$ cat config.mk
export PLATFORM = sky130hd
export DESIGN_NAME = alu16_exec
export DESIGN_NICKNAME = d
export VERILOG_FILES = /design/src/rtl/alu16_pkg.sv /design/src/rtl/alu16_arith.sv /design/src/rtl/alu16_cond.sv /design/src/rtl/alu16_exec.sv
export SDC_FILE = /design/constraint.sdc
export NUM_CORES = 1
export LEC_CHECK = 0
export CAP_MARGIN = 30
export CORE_MARGIN = 8
export CORE_UTILIZATION = 59
export DETAILED_ROUTE_END_ITERATION = 16
export PLACE_DENSITY = 0.82
export SYNTH_ARGS = -nofsm -noshare
export SYNTH_HDL_FRONTEND = slang
export SYNTH_SLANG_ARGS = --single-unit
$ cat constraint.sdc
create_clock -name clk -period 4.29 [get_ports clk]
set_input_delay 1.287 -clock clk [delete_from_list [all_inputs] [get_ports clk]]
set_output_delay 1.287 -clock clk [all_outputs]
set_load 0.1 [all_outputs]
$ cat src/rtl/alu16_pkg.sv
package alu16_pkg;

  typedef enum logic [3:0] {
    OP_EXT  = 4'h0,
    OP_MOVE = 4'h1,
    OP_ADD  = 4'h2,
    OP_SUB  = 4'h3,
    OP_MUL  = 4'h4,
    OP_DIV  = 4'h5,
    OP_REM  = 4'h6,
    OP_LSL  = 4'h7,
    OP_LSR  = 4'h8,
    OP_AND  = 4'h9,
    OP_OR   = 4'hA,
    OP_XOR  = 4'hB,
    OP_TEQ  = 4'hC,
    OP_TNE  = 4'hD,
    OP_TGT  = 4'hE,
    OP_TBIT = 4'hF
  } op_e;

  function automatic logic is_test(op_e op);
    return op inside {OP_TEQ, OP_TNE, OP_TGT, OP_TBIT};
  endfunction

  function automatic logic produces_value(op_e op);
    return (op != OP_EXT) && !is_test(op);
  endfunction

endpackage

$ cat src/rtl/alu16_arith.sv
module alu16_arith
  import alu16_pkg::*;
#(
  parameter int DW = 16
) (
  input  op_e           op,
  input  logic [DW-1:0] a,
  input  logic [DW-1:0] b,
  output logic [DW-1:0] res,
  output logic [DW-1:0] hi,
  output logic          hi_en
);
  localparam int W2 = 2 * DW;

  logic [W2-1:0] wa, wb, wide;

  assign wa = {{DW{1'b0}}, a};
  assign wb = {{DW{1'b0}}, b};

  always_comb begin
    wide  = '0;
    hi_en = 1'b0;
    unique case (op)
      OP_MOVE: wide = wb;
      OP_ADD:  begin wide = wa + wb; hi_en = 1'b1; end
      OP_SUB:  begin wide = wa - wb; hi_en = 1'b1; end
      OP_MUL:  begin wide = wa * wb; hi_en = 1'b1; end
      OP_DIV:  begin wide = (b == '0) ? '0 : (wa / wb); hi_en = 1'b1; end
      OP_REM:  wide = (b == '0) ? '0 : (wa % wb);
      OP_LSL:  begin wide = (wb >= W2) ? '0 : (wa << b); hi_en = 1'b1; end
      OP_LSR:  begin wide = (wb >= W2) ? '0 : (wa >> b); hi_en = 1'b1; end
      OP_AND:  wide = wa & wb;
      OP_OR:   wide = wa | wb;
      OP_XOR:  wide = wa ^ wb;
      default: wide = '0;
    endcase
  end

  assign res = wide[DW-1:0];
  assign hi  = wide[W2-1:DW];

endmodule

$ cat src/rtl/alu16_cond.sv
module alu16_cond
  import alu16_pkg::*;
#(
  parameter int DW = 16
) (
  input  op_e           op,
  input  logic [DW-1:0] a,
  input  logic [DW-1:0] b,
  output logic          skip
);
  always_comb begin
    unique case (op)
      OP_TEQ:  skip = (a != b);
      OP_TNE:  skip = (a == b);
      OP_TGT:  skip = (a <= b);
      OP_TBIT: skip = ((a & b) == '0);
      default: skip = 1'b0;
    endcase
  end
endmodule

$ cat src/rtl/alu16_exec.sv
module alu16_exec
  import alu16_pkg::*;
#(
  parameter int DW       = 16,
  parameter int DSTW     = 6,
  parameter int LIT_BASE = 'h1F
) (
  input  logic            clk,
  input  logic            rst_n,
  input  logic            in_valid,
  output logic            in_ready,
  input  logic [3:0]      in_op,
  input  logic [DW-1:0]   in_a,
  input  logic [DW-1:0]   in_b,
  input  logic [DSTW-1:0] in_dst,
  output logic            out_valid,
  input  logic            out_ready,
  output logic [DW-1:0]   out_res,
  output logic            out_wr,
  output logic            out_skip,
  output logic [DW-1:0]   ovf
);
  localparam logic [DSTW-1:0] LIT_CODE = DSTW'(LIT_BASE);

  op_e           op;
  logic          take;
  logic [DW-1:0] c_res, c_hi;
  logic          c_hi_en, c_skip, c_wr;

  assign op       = op_e'(in_op);
  assign in_ready = !out_valid || out_ready;
  assign take     = in_valid && in_ready;
  assign c_wr     = produces_value(op) && (in_dst < LIT_CODE);

  alu16_arith #(.DW(DW)) arith_i (
    .op(op), .a(in_a), .b(in_b), .res(c_res), .hi(c_hi), .hi_en(c_hi_en)
  );

  alu16_cond #(.DW(DW)) cond_i (
    .op(op), .a(in_a), .b(in_b), .skip(c_skip)
  );

  always_ff @(posedge clk or negedge rst_n) begin
    if (!rst_n) begin
      out_valid <= 1'b0;
      out_res   <= '0;
      out_wr    <= 1'b0;
      out_skip  <= 1'b0;
      ovf       <= '0;
    end else if (take) begin
      out_valid <= 1'b1;
      out_res   <= c_res;
      out_wr    <= c_wr;
      out_skip  <= c_skip;
      if (c_hi_en) ovf <= c_hi;
    end else if (out_ready) begin
      out_valid <= 1'b0;
    end
  end

endmodule

==> results of run 1 <==
metrics by stage:
step / utilization [%] / TNS (ns) / area [µm²] / instances
floorplan: - / -1359.47 / 37800 / 4911
global placement: 84.6 / -1312.17 / 51100 / 7295
detailed placement: 84.6 / -1427.70 / 51100 / 7295
CTS: 92.7 / -1327.09 / 55900 / 7650
logic make-up after synthesis:
| family | Yosys count | synth area share [%] |
|---|---|---|
| compound gates | 1418 | 27.1 |
| xor+xnor | 240 | 5.87 |
| fa+ha+maj | 745 | 30.0 |
| buf+inv | 539 | 5.78 |
| flops | 35 | 2.44 |
| mux | 177 | 5.53 |
| other cells | 1 | 0.0104 |
| simple gates | 1741 | 23.2 |
metal layers:
layer | track usage (%) | GRT overflow
met1 | 89.2 | 208
met3 | 86.9 | 241
met5 | 72.1 | 19
met2 | 115 | 2944
met4 | 102 | 861
repair_timing:
item / 4_1_cts
resized for setup: 418
pin swaps: 277
cloned: 3
hold buffers: 0
buffers inserted: 346
endpoints found under the setup margin: 33
==> run metrics, run 1 <==
I/O pin count=slightly above 80; Mean Syn Cell Area=7.34 µm²; Die Y=roughly 260 µm; first-pass GRT wire length=between 500000 and 600000 µm; yosys warns=0; status=aborted with a tool error; Stopped at=5_1_grt; Yosys top cell area share=between 10% and 20%; clock sinks=35; Post-synth top flop=dfrtp_1; Initial Util=59.6%; Synth Register Bits=35; cells after synthesis=approximately 4900; Post-Syn Area=approximately 36000 µm²; Worst Setup Slack post-DPL=-78.87 ns; most frequent cell after synthesis=ha_1; die width=about 260 µm; gr ovfl total=4273; row count=90; Error=[ERROR GRT-0116] Global routing finished with congestion. Check the congestion regions in the DRC Viewer.; vias in the first global route=around 76000; DP HPWL=about 140000 µm; CTS Buf Count=5; EDFF count, synth=0; clock buffer depth=2; global placement routability congestion=between 1 and 1.5; Port Buffer Count=81; Seq/Total Area, Yosys=about 2.4%; top post-synthesis cells by area=ha_1 (19%), fa_1 (11%), nand2_1 (5.5%), nor2_1 (5.1%), a21oi_1 (4.7%); Distinct cells, synth=around 130; leading area contributor after synthesis=ha_1; Commonest cells post-synth=ha_1 (547), nand2_1 (524), nor2_1 (488); GRT Overall Usage=a little over nine tenths; Async SR Flop Fraction=100%; largest net degree at the start of global routing=56; H-tree depth=2; clk root buf=clkbuf_16
==> run 2, diff against run 1 <==
--- a/config.mk
+++ b/config.mk
@@ -7,9 +7,9 @@
 export LEC_CHECK = 0
 export CAP_MARGIN = 30
 export CORE_MARGIN = 8
-export CORE_UTILIZATION = 59
+export CORE_UTILIZATION = 40
 export DETAILED_ROUTE_END_ITERATION = 16
-export PLACE_DENSITY = 0.82
+export PLACE_DENSITY_LB_ADDON = 0.15
 export SYNTH_ARGS = -nofsm -noshare
 export SYNTH_HDL_FRONTEND = slang
 export SYNTH_SLANG_ARGS = --single-unit
==> run 2 against run 1 <==
Compared with the run above: the flow now finishes, with violations (negative setup slack); synthesized area stayed put; synthesized cell count is the same.
==> run metrics, run 2 <==
Post-synth top flop=dfrtp_1; DRC=0; crit path kind=primary input to register; most common cell after layout, fill and taps aside=buf_4; Area growth, synth to finish=62.2%; Final WS setup=-73.93 ns; failing checks=negative setup slack; gr ovfl total=0; crit path time final=roughly 78 ns; Hold WC Path Type=register to register; Final ANT Viol Nets=0; Core Region=~90000 µm²; EDFF count, synth=0; Final Hold Vio Count=0; drt wl/cell=about 20 µm; Worst-path clk slew=around 0.060 ns; most frequent cell after synthesis=ha_1; status=finished with violations; setup violators final=33; First-pass DRT Iterations=7; CTS tree=yes; Finished Cell Area=between 50000 and 60000 µm²; Final Cycle Share=1820%; final hold slack=between 0.5 and 0.6 ns; I/O pin count=82; met1 WL=about 67000 µm; WP data required=4.49 ns; Area after DPL=52300 µm²; CP max FO=8; worst skew pair latency=0.31 ns; Commonest cells post-synth=ha_1 (547), nand2_1 (524), nor2_1 (488); fmax=approximately 13 MHz; clock sinks=35; die width=316 µm; global placement routability congestion=1.01; H-tree depth=2; Synth Register Bits=35; Top Metal Used=met5; GRT Overall Usage=29.9%; critical path capture point type=register; initial antenna violation count=5; top post-synthesis cells by area=ha_1 (19%), fa_1 (11%), nand2_1 (5.5%), nor2_1 (5.1%), a21oi_1 (4.7%); Post-Syn Area=roughly 36000 µm²; max cap viols=0; Starting DRT DRC Count=3522; fraction of layout cells with a size suffix above 1=41.8%; row count=between 100 and 150; DP HPWL=between 100000 and 150000 µm; drt total wl=between 150000 and 200000 µm; Regs by FF count=out_res x16, ovf x16; Yosys top cell area share=around a fifth; clock buffer depth=2; total number of vias=46100; clk root buf=clkbuf_16; Worst slew margin=31.4%; largest net degree at the start of global routing=56; most frequent CP cell=o21a_1; full die area=99700 µm²; Slew Viols, Final=0; Port Buffer Count=81; Final #Nets=7772; yosys warns=0; Distinct cells, synth=133; first-pass GRT wire length=approximately 240000 µm; vias in the first global route=~45000; Setup Total Neg Slack=-1321.43 ns; Async SR Flop Fraction=100%; Inst Count DP=just under 8000; RSZ-0062 raised after global routing=yes; Die Y=between 300 and 400 µm; slowest CP cell=or4b_4; CTS Buf Count=5; startpoint type of the worst setup path=primary input; Mean Syn Cell Area=between 7 and 8 µm²; Initial Util=about 40%; DR WL met3=~11000 µm; commonest cells after routing, fill and taps aside=buf_4 (2079), nand2_1 (502), ha_1 (473); CP max stage delay=about 0.57 ns; Finished Layout Cells=about 8200; Worst Skew=0.00450 ns; metal2 WL=73900 µm; leading area contributor after synthesis=ha_1; Worst-Margin Slew=about 1 ns; cells after synthesis=4896; Seq/Total Area, Yosys=under 10%; vias per cell=roughly 5.6; Data arrival, critical path=~78 ns
## run 2: cell counts after synthesis
Identical to the previous run, type by type.
## run 2: cell families (layout without fill, tap and decap cells)
| kind of cell | after synthesis | count (layout) | share of synthesized area (%) |
|---|---|---|---|
| mux | 177 | 177 | 5.53 |
| xor+xnor | 240 | 240 | 5.87 |
| flops | 35 | 35 | 2.44 |
| other cells | 1 | 20 | 0.0104 |
| buf+inv | 539 | 2609 | 5.78 |
| simple gates | 1741 | 1741 | 23.2 |
| fa+ha+maj | 745 | 745 | 30.0 |
| compound gates | 1418 | 1420 | 27.1 |
## run 2: layout make-up
class	count	area, µm²
Multi-Input combinational cell	4339	36600
Sequential cell	35	876
Timing Repair Buffer	2258	17900
Clock buffer	7	133
Tap cell	1176	1470
Antenna cell	4	10.0
Inverter	343	1320
Clock inverter	1	5.00
Fill cell	7620	31300
## run 2: path summary, 6_finish.rpt
check	from	end	slack (ns)	cells after the start
min	out_res[4]	out_res[4]	0.50	2
max reg2reg	out_valid	out_res[13]	1.97	7
min in group asynchronous	rst_n	out_res[14]	1.14	1
min reg2reg	out_res[4]	out_res[4]	0.50	2
max	in_b[1]	out_res[0]	-73.93	430
max in group asynchronous	rst_n	ovf[11]	2.53	1
## run 2: worst max-delay path, delay by kind of cell
kind / cells / cell delay (ns)
AND/OR/NAND/NOR: 87 / 13.96
adder cells (fa/ha/maj): 30 / 8.25
AO/OA/AOI/OAI: 238 / 43.15
buffers and inverters: 60 / 7.72
multiplexers: 15 / 3.86
## run 2: timing repair
item	in CTS	in global routing
buffers inserted	170	207
gates resized for setup	157	440
pin swaps	137	318
hold buffers	0	0
endpoints found under the setup margin	33	33
gates cloned	2	7
## run 2: per-stage QoR
stage	util, %	setup WS [ns]
3_3_place_gp	58.3	-73.29
5_1_grt	65.1	-77.54
3_5_place_dp	58.3	-75.08
6_report	65.1	-73.93
4_1_cts	60.8	-72.79
2_1_floorplan	-	-76.78
## run 2: routing by layer
metal / up-vias / track usage [%]
li1: 22000 / -
met1: 22000 / 38.4
met2: 1610 / 50.7
met3: 493 / 3.27
met4: 4 / 12.3
met5: - / 0
Power of run 2 is not shown: default switching activity piles up to over one toggle a cycle in this logic, so the estimate is an artifact.
